==> config.mk <==
export PLATFORM = sky130hd
export DESIGN_NAME = xtrig_matrix
export DESIGN_NICKNAME = d
export VERILOG_FILES = /design/src/rtl/xtrig_pkg.sv /design/src/rtl/xtrig_regs.sv /design/src/rtl/xtrig_route.sv /design/src/rtl/xtrig_latch.sv /design/src/rtl/xtrig_matrix.sv
export SDC_FILE = /design/constraint.sdc
export NUM_CORES = 1
export LEC_CHECK = 0
export BUFFER_PORTS_ARGS = -buffer_cell sky130_fd_sc_hd__buf_2
export CAP_MARGIN = 0
export CORE_ASPECT_RATIO = 2
export CORE_UTILIZATION = 50
export CTS_CLUSTER_SIZE = 25
export DETAILED_ROUTE_END_ITERATION = 7
export PLACE_DENSITY_LB_ADDON = 0.15
export SLEW_MARGIN = 20
export SYNTH_ARGS = -nofsm -noshare
export SYNTH_HDL_FRONTEND = slang
export SYNTH_SLANG_ARGS = --single-unit
==> constraint.sdc <==
create_clock -name clk_i -period 1.9 [get_ports clk_i]
set_input_delay 0.095 -clock clk_i [delete_from_list [all_inputs] [get_ports clk_i]]
set_output_delay 0.095 -clock clk_i [all_outputs]
set_load 0.1 [all_outputs]
==> src/rtl/xtrig_pkg.sv <==
package xtrig_pkg;
  localparam logic [11:0] OFF_CTRL  = 12'h000;
  localparam logic [11:0] OFF_ACK   = 12'h010;
  localparam logic [11:0] OFF_ASET  = 12'h014;
  localparam logic [11:0] OFF_ACLR  = 12'h018;
  localparam logic [11:0] OFF_APUL  = 12'h01C;
  localparam logic [11:0] OFF_INEN  = 12'h020;
  localparam logic [11:0] OFF_OUTEN = 12'h0A0;
  localparam logic [11:0] OFF_TIN   = 12'h130;
  localparam logic [11:0] OFF_TOUT  = 12'h134;
  localparam logic [11:0] OFF_CIN   = 12'h138;
  localparam logic [11:0] OFF_COUT  = 12'h13C;
  localparam logic [11:0] OFF_LOCK  = 12'hFB0;
  localparam logic [11:0] OFF_LSTAT = 12'hFB4;
  localparam logic [31:0] UNLOCK_KEY = 32'hC5AC_CE55;
  localparam logic [7:0]  ID_BASE    = 8'hB0;
endpackage

==> src/rtl/xtrig_regs.sv <==
module xtrig_regs
  import xtrig_pkg::*;
#(
  parameter int NUM_IN  = 8,
  parameter int NUM_OUT = 8,
  parameter int NUM_CH  = 4
) (
  input  logic                            clk_i,
  input  logic                            rst_ni,
  input  logic [31:0]                     addr_i,
  input  logic [31:0]                     wdata_i,
  input  logic                            we_i,
  input  logic                            re_i,
  input  logic [NUM_IN-1:0]               trig_in_i,
  input  logic [NUM_OUT-1:0]              trig_out_i,
  input  logic [NUM_CH-1:0]               ch_in_i,
  input  logic [NUM_CH-1:0]               ch_out_i,
  output logic [31:0]                     rdata_o,
  output logic                            ctrl_en_o,
  output logic                            unlocked_o,
  output logic [NUM_IN-1:0][NUM_CH-1:0]   in_en_o,
  output logic [NUM_OUT-1:0][NUM_CH-1:0]  out_en_o,
  output logic [NUM_CH-1:0]               app_set_o,
  output logic [NUM_CH-1:0]               app_pulse_o,
  output logic [NUM_OUT-1:0]              ack_o
);
  logic [11:0] off;
  logic        in_page;
  logic        wr_ok;
  logic [31:0] rd_val;

  assign off     = addr_i[11:0];
  assign in_page = (addr_i[31:12] == '0);
  // lock register is always writable; everything else needs the key
  assign wr_ok   = we_i && in_page && unlocked_o;

  always_ff @(posedge clk_i or negedge rst_ni) begin
    if (!rst_ni) begin
      unlocked_o  <= 1'b0;
      ctrl_en_o   <= 1'b0;
      app_set_o   <= '0;
      app_pulse_o <= '0;
    end else begin
      app_pulse_o <= '0;
      if (we_i && in_page && off == OFF_LOCK)
        unlocked_o <= (wdata_i == UNLOCK_KEY);
      if (wr_ok) begin
        case (off)
          OFF_CTRL: ctrl_en_o   <= wdata_i[0];
          OFF_ASET: app_set_o   <= app_set_o | wdata_i[NUM_CH-1:0];
          OFF_ACLR: app_set_o   <= app_set_o & ~wdata_i[NUM_CH-1:0];
          OFF_APUL: app_pulse_o <= wdata_i[NUM_CH-1:0];
          default: ;
        endcase
      end
    end
  end

  for (genvar gi = 0; gi < NUM_IN; gi++) begin : g_in
    always_ff @(posedge clk_i or negedge rst_ni) begin
      if (!rst_ni)
        in_en_o[gi] <= '0;
      else if (wr_ok && off == OFF_INEN + 12'(4 * gi))
        in_en_o[gi] <= wdata_i[NUM_CH-1:0];
    end
  end

  for (genvar go = 0; go < NUM_OUT; go++) begin : g_out
    always_ff @(posedge clk_i or negedge rst_ni) begin
      if (!rst_ni)
        out_en_o[go] <= '0;
      else if (wr_ok && off == OFF_OUTEN + 12'(4 * go))
        out_en_o[go] <= wdata_i[NUM_CH-1:0];
    end
  end

  assign ack_o = (wr_ok && off == OFF_ACK) ? wdata_i[NUM_OUT-1:0] : '0;

  always_comb begin
    rd_val = '0;
    if (in_page) begin
      case (off)
        OFF_CTRL:  rd_val = {31'b0, ctrl_en_o};
        OFF_ASET:  rd_val = 32'(app_set_o);
        OFF_TIN:   rd_val = 32'(trig_in_i);
        OFF_TOUT:  rd_val = 32'(trig_out_i);
        OFF_CIN:   rd_val = 32'(ch_in_i);
        OFF_COUT:  rd_val = 32'(ch_out_i);
        OFF_LSTAT: rd_val = {30'b0, ~unlocked_o, 1'b1};
        default: ;
      endcase
      for (int i = 0; i < NUM_IN; i++)
        if (off == OFF_INEN + 12'(4 * i)) rd_val = 32'(in_en_o[i]);
      for (int j = 0; j < NUM_OUT; j++)
        if (off == OFF_OUTEN + 12'(4 * j)) rd_val = 32'(out_en_o[j]);
      if (off[11:5] == 7'h7F && off[1:0] == 2'b00)
        rd_val = {24'b0, ID_BASE + {5'b0, off[4:2]}};
    end
  end

  always_ff @(posedge clk_i or negedge rst_ni) begin
    if (!rst_ni)   rdata_o <= '0;
    else if (re_i) rdata_o <= rd_val;
  end
endmodule

==> src/rtl/xtrig_route.sv <==
module xtrig_route #(
  parameter int NUM_IN  = 8,
  parameter int NUM_OUT = 8,
  parameter int NUM_CH  = 4
) (
  input  logic [NUM_IN-1:0]               trig_in_i,
  input  logic [NUM_IN-1:0][NUM_CH-1:0]   in_en_i,
  input  logic [NUM_OUT-1:0][NUM_CH-1:0]  out_en_i,
  input  logic [NUM_CH-1:0]               app_set_i,
  input  logic [NUM_CH-1:0]               app_pulse_i,
  input  logic                            en_i,
  output logic [NUM_CH-1:0]               ch_in_o,
  output logic [NUM_CH-1:0]               ch_out_o,
  output logic [NUM_OUT-1:0]              hit_o
);
  always_comb begin
    ch_in_o = app_set_i | app_pulse_i;
    for (int i = 0; i < NUM_IN; i++)
      if (trig_in_i[i]) ch_in_o = ch_in_o | in_en_i[i];
  end

  assign ch_out_o = en_i ? ch_in_o : '0;

  for (genvar j = 0; j < NUM_OUT; j++) begin : g_hit
    assign hit_o[j] = |(ch_out_o & out_en_i[j]);
  end
endmodule

==> src/rtl/xtrig_latch.sv <==
module xtrig_latch #(
  parameter int NUM_OUT = 8
) (
  input  logic               clk_i,
  input  logic               rst_ni,
  input  logic [NUM_OUT-1:0] hit_i,
  input  logic [NUM_OUT-1:0] ack_i,
  output logic [NUM_OUT-1:0] q_o
);
  for (genvar j = 0; j < NUM_OUT; j++) begin : g_bit
    // a new event in the ack cycle wins so it is not lost
    always_ff @(posedge clk_i or negedge rst_ni) begin
      if (!rst_ni)       q_o[j] <= 1'b0;
      else if (hit_i[j]) q_o[j] <= 1'b1;
      else if (ack_i[j]) q_o[j] <= 1'b0;
    end
  end
endmodule

==> src/rtl/xtrig_matrix.sv <==
module xtrig_matrix #(
  parameter int NUM_IN  = 8,
  parameter int NUM_OUT = 8,
  parameter int NUM_CH  = 4
) (
  input  logic               clk_i,
  input  logic               rst_ni,
  input  logic [NUM_IN-1:0]  trig_in_i,
  output logic [NUM_OUT-1:0] trig_out_o,
  input  logic [31:0]        addr_i,
  input  logic [31:0]        wdata_i,
  input  logic               we_i,
  input  logic               re_i,
  output logic [31:0]        rdata_o
);
  logic                           ctrl_en;
  logic                           unlocked;
  logic [NUM_IN-1:0][NUM_CH-1:0]  in_en;
  logic [NUM_OUT-1:0][NUM_CH-1:0] out_en;
  logic [NUM_CH-1:0]              app_set, app_pulse, ch_in, ch_out;
  logic [NUM_OUT-1:0]             ack, hit;

  xtrig_regs #(.NUM_IN(NUM_IN), .NUM_OUT(NUM_OUT), .NUM_CH(NUM_CH)) u_regs (
    .clk_i(clk_i), .rst_ni(rst_ni), .addr_i(addr_i), .wdata_i(wdata_i),
    .we_i(we_i), .re_i(re_i), .trig_in_i(trig_in_i), .trig_out_i(trig_out_o),
    .ch_in_i(ch_in), .ch_out_i(ch_out), .rdata_o(rdata_o),
    .ctrl_en_o(ctrl_en), .unlocked_o(unlocked), .in_en_o(in_en),
    .out_en_o(out_en), .app_set_o(app_set), .app_pulse_o(app_pulse), .ack_o(ack)
  );

  xtrig_route #(.NUM_IN(NUM_IN), .NUM_OUT(NUM_OUT), .NUM_CH(NUM_CH)) u_route (
    .trig_in_i(trig_in_i), .in_en_i(in_en), .out_en_i(out_en),
    .app_set_i(app_set), .app_pulse_i(app_pulse), .en_i(ctrl_en),
    .ch_in_o(ch_in), .ch_out_o(ch_out), .hit_o(hit)
  );

  xtrig_latch #(.NUM_OUT(NUM_OUT)) u_latch (
    .clk_i(clk_i), .rst_ni(rst_ni), .hit_i(hit), .ack_i(ack), .q_o(trig_out_o)
  );
endmodule

==> run_results.csv <==
group,metric,value,unit
synthesis,synth_top_area_cell,"dfrtp_1",
cts,ctsHtreeMaxLevel,3,
sta,setup_tns,-0.267,ns
placement,dpl-instance-area,7080,um^2
setup_path,critPathKind,"primary input to flop",
synthesis,synth.most_common_cell,"dfrtp_1",
pwr,leakage,3.64,nW
floorplanning,core_area,10900,um^2
routing,wl_per_cell,25.3,um
floorplanning,pin_count,116,
global_routing,grt_use_total,38.8,%
outcome,status,"finished, violations left",
synthesis,synth_cell_type_count,77,
global_routing,antenna_found_initial,0,
setup_path,critPathMaxFanout,7,
pwr,p_total,4.36,mW
synthesis,synthTopCellsByCount,"dfrtp_1, mux2_2, nand2_1",
routing,ant_nets,0,
pwr,p_per_area,565,nW/um^2
sta,maxSlewHeadroom,60.3,%
synthesis,yosys_warnings,0,
synthesis,synth_edf_count,0,
routing,totalWireLength,22300,um
sta,worst_pin_slew,0.596,ns
cts,root_buffer,"clkbuf_16",
synthesis,synth_area,5560,um^2
sta,fin_ws,-0.0429,ns
synthesis,synth.area.top_cells,"dfrtp_1, mux2_2, a22oi_1",
routing,routed_via_density,6.33,
cts,cts_tree,"yes",
placement,portBuffers,91,
global_routing,grt_pass1_vias,5764,
floorplanning,num_rows,54,
global_routing,grt-ovfl-total,0,
layout,num-nets-final,815,
routing,drt_first_pass_iters,5,
placement,dp_hpwl,17100,um
layout,utilization,70.9,%
placement,dpl_worst_slack,-0.413,ns
routing,vias,5600,
routing,drt-initial-drc-count,450,
synthesis,ys_seq_area_share,40.5,%
sta,post-route-min-period,1.94,ns
setup_path,worst_ep_required_time,2.14,ns
cts,cts_made_buffers,9,
synthesis,synth_seq_cells,90,
global_routing,grt_pass1_wl,32600,um
global_routing,grt_max_degree,53,
placement,gp_congestion,1.03,
synthesis,syn_area_per_cell,10.3,um^2
worst_hold_path,min_path_type,"primary input to flop",
sta,max_freq,515,MHz
synthesis,synth_top_area_share,40.5,%
layout,fin_area,7710,um^2
synthesis,syn_inst,537,
cts,clk_latency,0.35,ns
setup_path,endpoint_kind,"flop",
floorplanning,die_x,76.5,um
sta,slew_violations,0,
sta,whs,0.0344,ns
sta,fin_crit_sh,102,%
outcome,violations,"negative setup slack",
cts,clk_pin_slew,0.07,ns
pwr,irDropWorstVdd,0.619,mV
floorplanning,die_area,11600,um^2
layout,stdcell_count,884,
routing,drc,0,
run,cap_violations,0,
floorplanning,die_height,151,um
floorplanning,initial_core_util,51.1,%
sta,fin_skew,0.00691,ns
cts,cts_sinks,90,
synthesis,async_flop_share,100,%
cts,ctsLongestPathBuffers,2,
setup_path,critPathArrivalTime,2.18,ns
setup_path,startpoint_type,"primary input",
layout,fillCellCount,870,
layout,insertedDiodeCount,0,
synthesis,synth_ff_type,"dfrtp_1",
sta,final-hold-violation-count,0,
placement,dp_cells,864,
layout,drive_above_1_share,49.2,%
sta,rsz0062_at_grt,"true",
layout,area_growth,38.8,%
sta,setup_viol,12,
-- cell families (layout without fill, tap and decap cells) --
kind of cell / Yosys count / after routing / synth area share [%]
other cells: 1 / 24 / 0.0675
flops: 90 / 90 / 40.5
mux: 64 / 64 / 12.9
simple gates: 178 / 178 / 20.4
buf+inv: 69 / 253 / 7.97
compound gates: 135 / 135 / 18.2
-- area by class of cell --
cell class,count,area [um^2],share of cell area (%)
multi-input cells,401,3370,43.8
clock inverters,6,73.8,0.957
inverters,13,48.8,0.633
repair buffers,224,1560,20.2
flip-flops and latches,90,2260,29.3
well taps,140,175,2.27
clock buffers,10,229,2.97
-- repair_timing --
item | 4_1_cts | 5_1_grt
endpoints found under the hold margin | 39 | 0
setup buffers | 1 | 1
hold buffers | 2 | 0
pin swaps | 8 | 23
cloned | 0 | 1
gates resized for setup | 10 | 58
setup endpoints to repair | 22 | 48
-- report_power, final --
group          internal [mW]  total, mW  switching, mW
Sequential              1.91       1.91  0.00000000119
Clock                   1.04       1.84          0.799
Combinational          0.161      0.610          0.449
Total                   3.11       4.36           1.25
-- layer usage --
layer / wire [um] / up-vias / global-route usage [%]
met4: 1810 / 0 / 33.1
met3: 1050 / 96 / 6.33
met2: 11900 / 294 / 70.9
met5: 0 / - / 0
li1: - / 2434 / -
met1: 7630 / 2776 / 37.6
-- cell usage in the layout (no fill, tap or decap), types with 8 or more instances in the layout --
cell type  instances
mux2_2            14
nor3_1            21
nor2_4            13
inv_1             13
buf_2             88
dfrtp_1           87
nor4_1            10
nand3_1           17
a22oi_1           24
buf_6              9
clkbuf_16         10
a21oi_1           15
conb_1            24
o21ai_0           14
nand2_1           32
nor2_1             9
a21o_1             9
buf_4            121
nor4bb_1           8
mux2_4            47
nand4_1            9
-- registers in the layout, indices dropped and copies added (netlist names), named ones only --
signal / flops
u_regs.out_en_o: 32
u_regs.unlocked_o: 1
u_regs.app_pulse_o: 4
u_regs.in_en_o: 32
u_regs.rdata_o: 8
u_latch.q_o: 8
u_regs.ctrl_en_o: 1
-- worst max-delay path: stages --
cell and delay [ns]:
buf_6 0.09, or4_4 0.53, or4_4 0.67, buf_12 0.20
nor3_4 0.17, buf_6 0.17, nand2_1 0.06, a21o_1 0.20
-- worst paths after layout --
check,startpoint,end,slack [ns],cells past startpoint
hold reg to reg,u_regs.unlocked_o,u_regs.unlocked_o,0.49,1
hold / removal,wdata_i[4],u_latch.q_o[4],0.03,3
setup reg to reg,u_regs.in_en_o[19],u_regs.rdata_o[3],-0.04,6
setup / recovery,addr_i[26],u_latch.q_o[1],-0.04,8
min in group asynchronous,rst_ni,u_regs.in_en_o[6],0.27,2
max in group asynchronous,rst_ni,u_regs.out_en_o[7],0.96,3
Note: power is estimated with default switching activity, not from simulation.
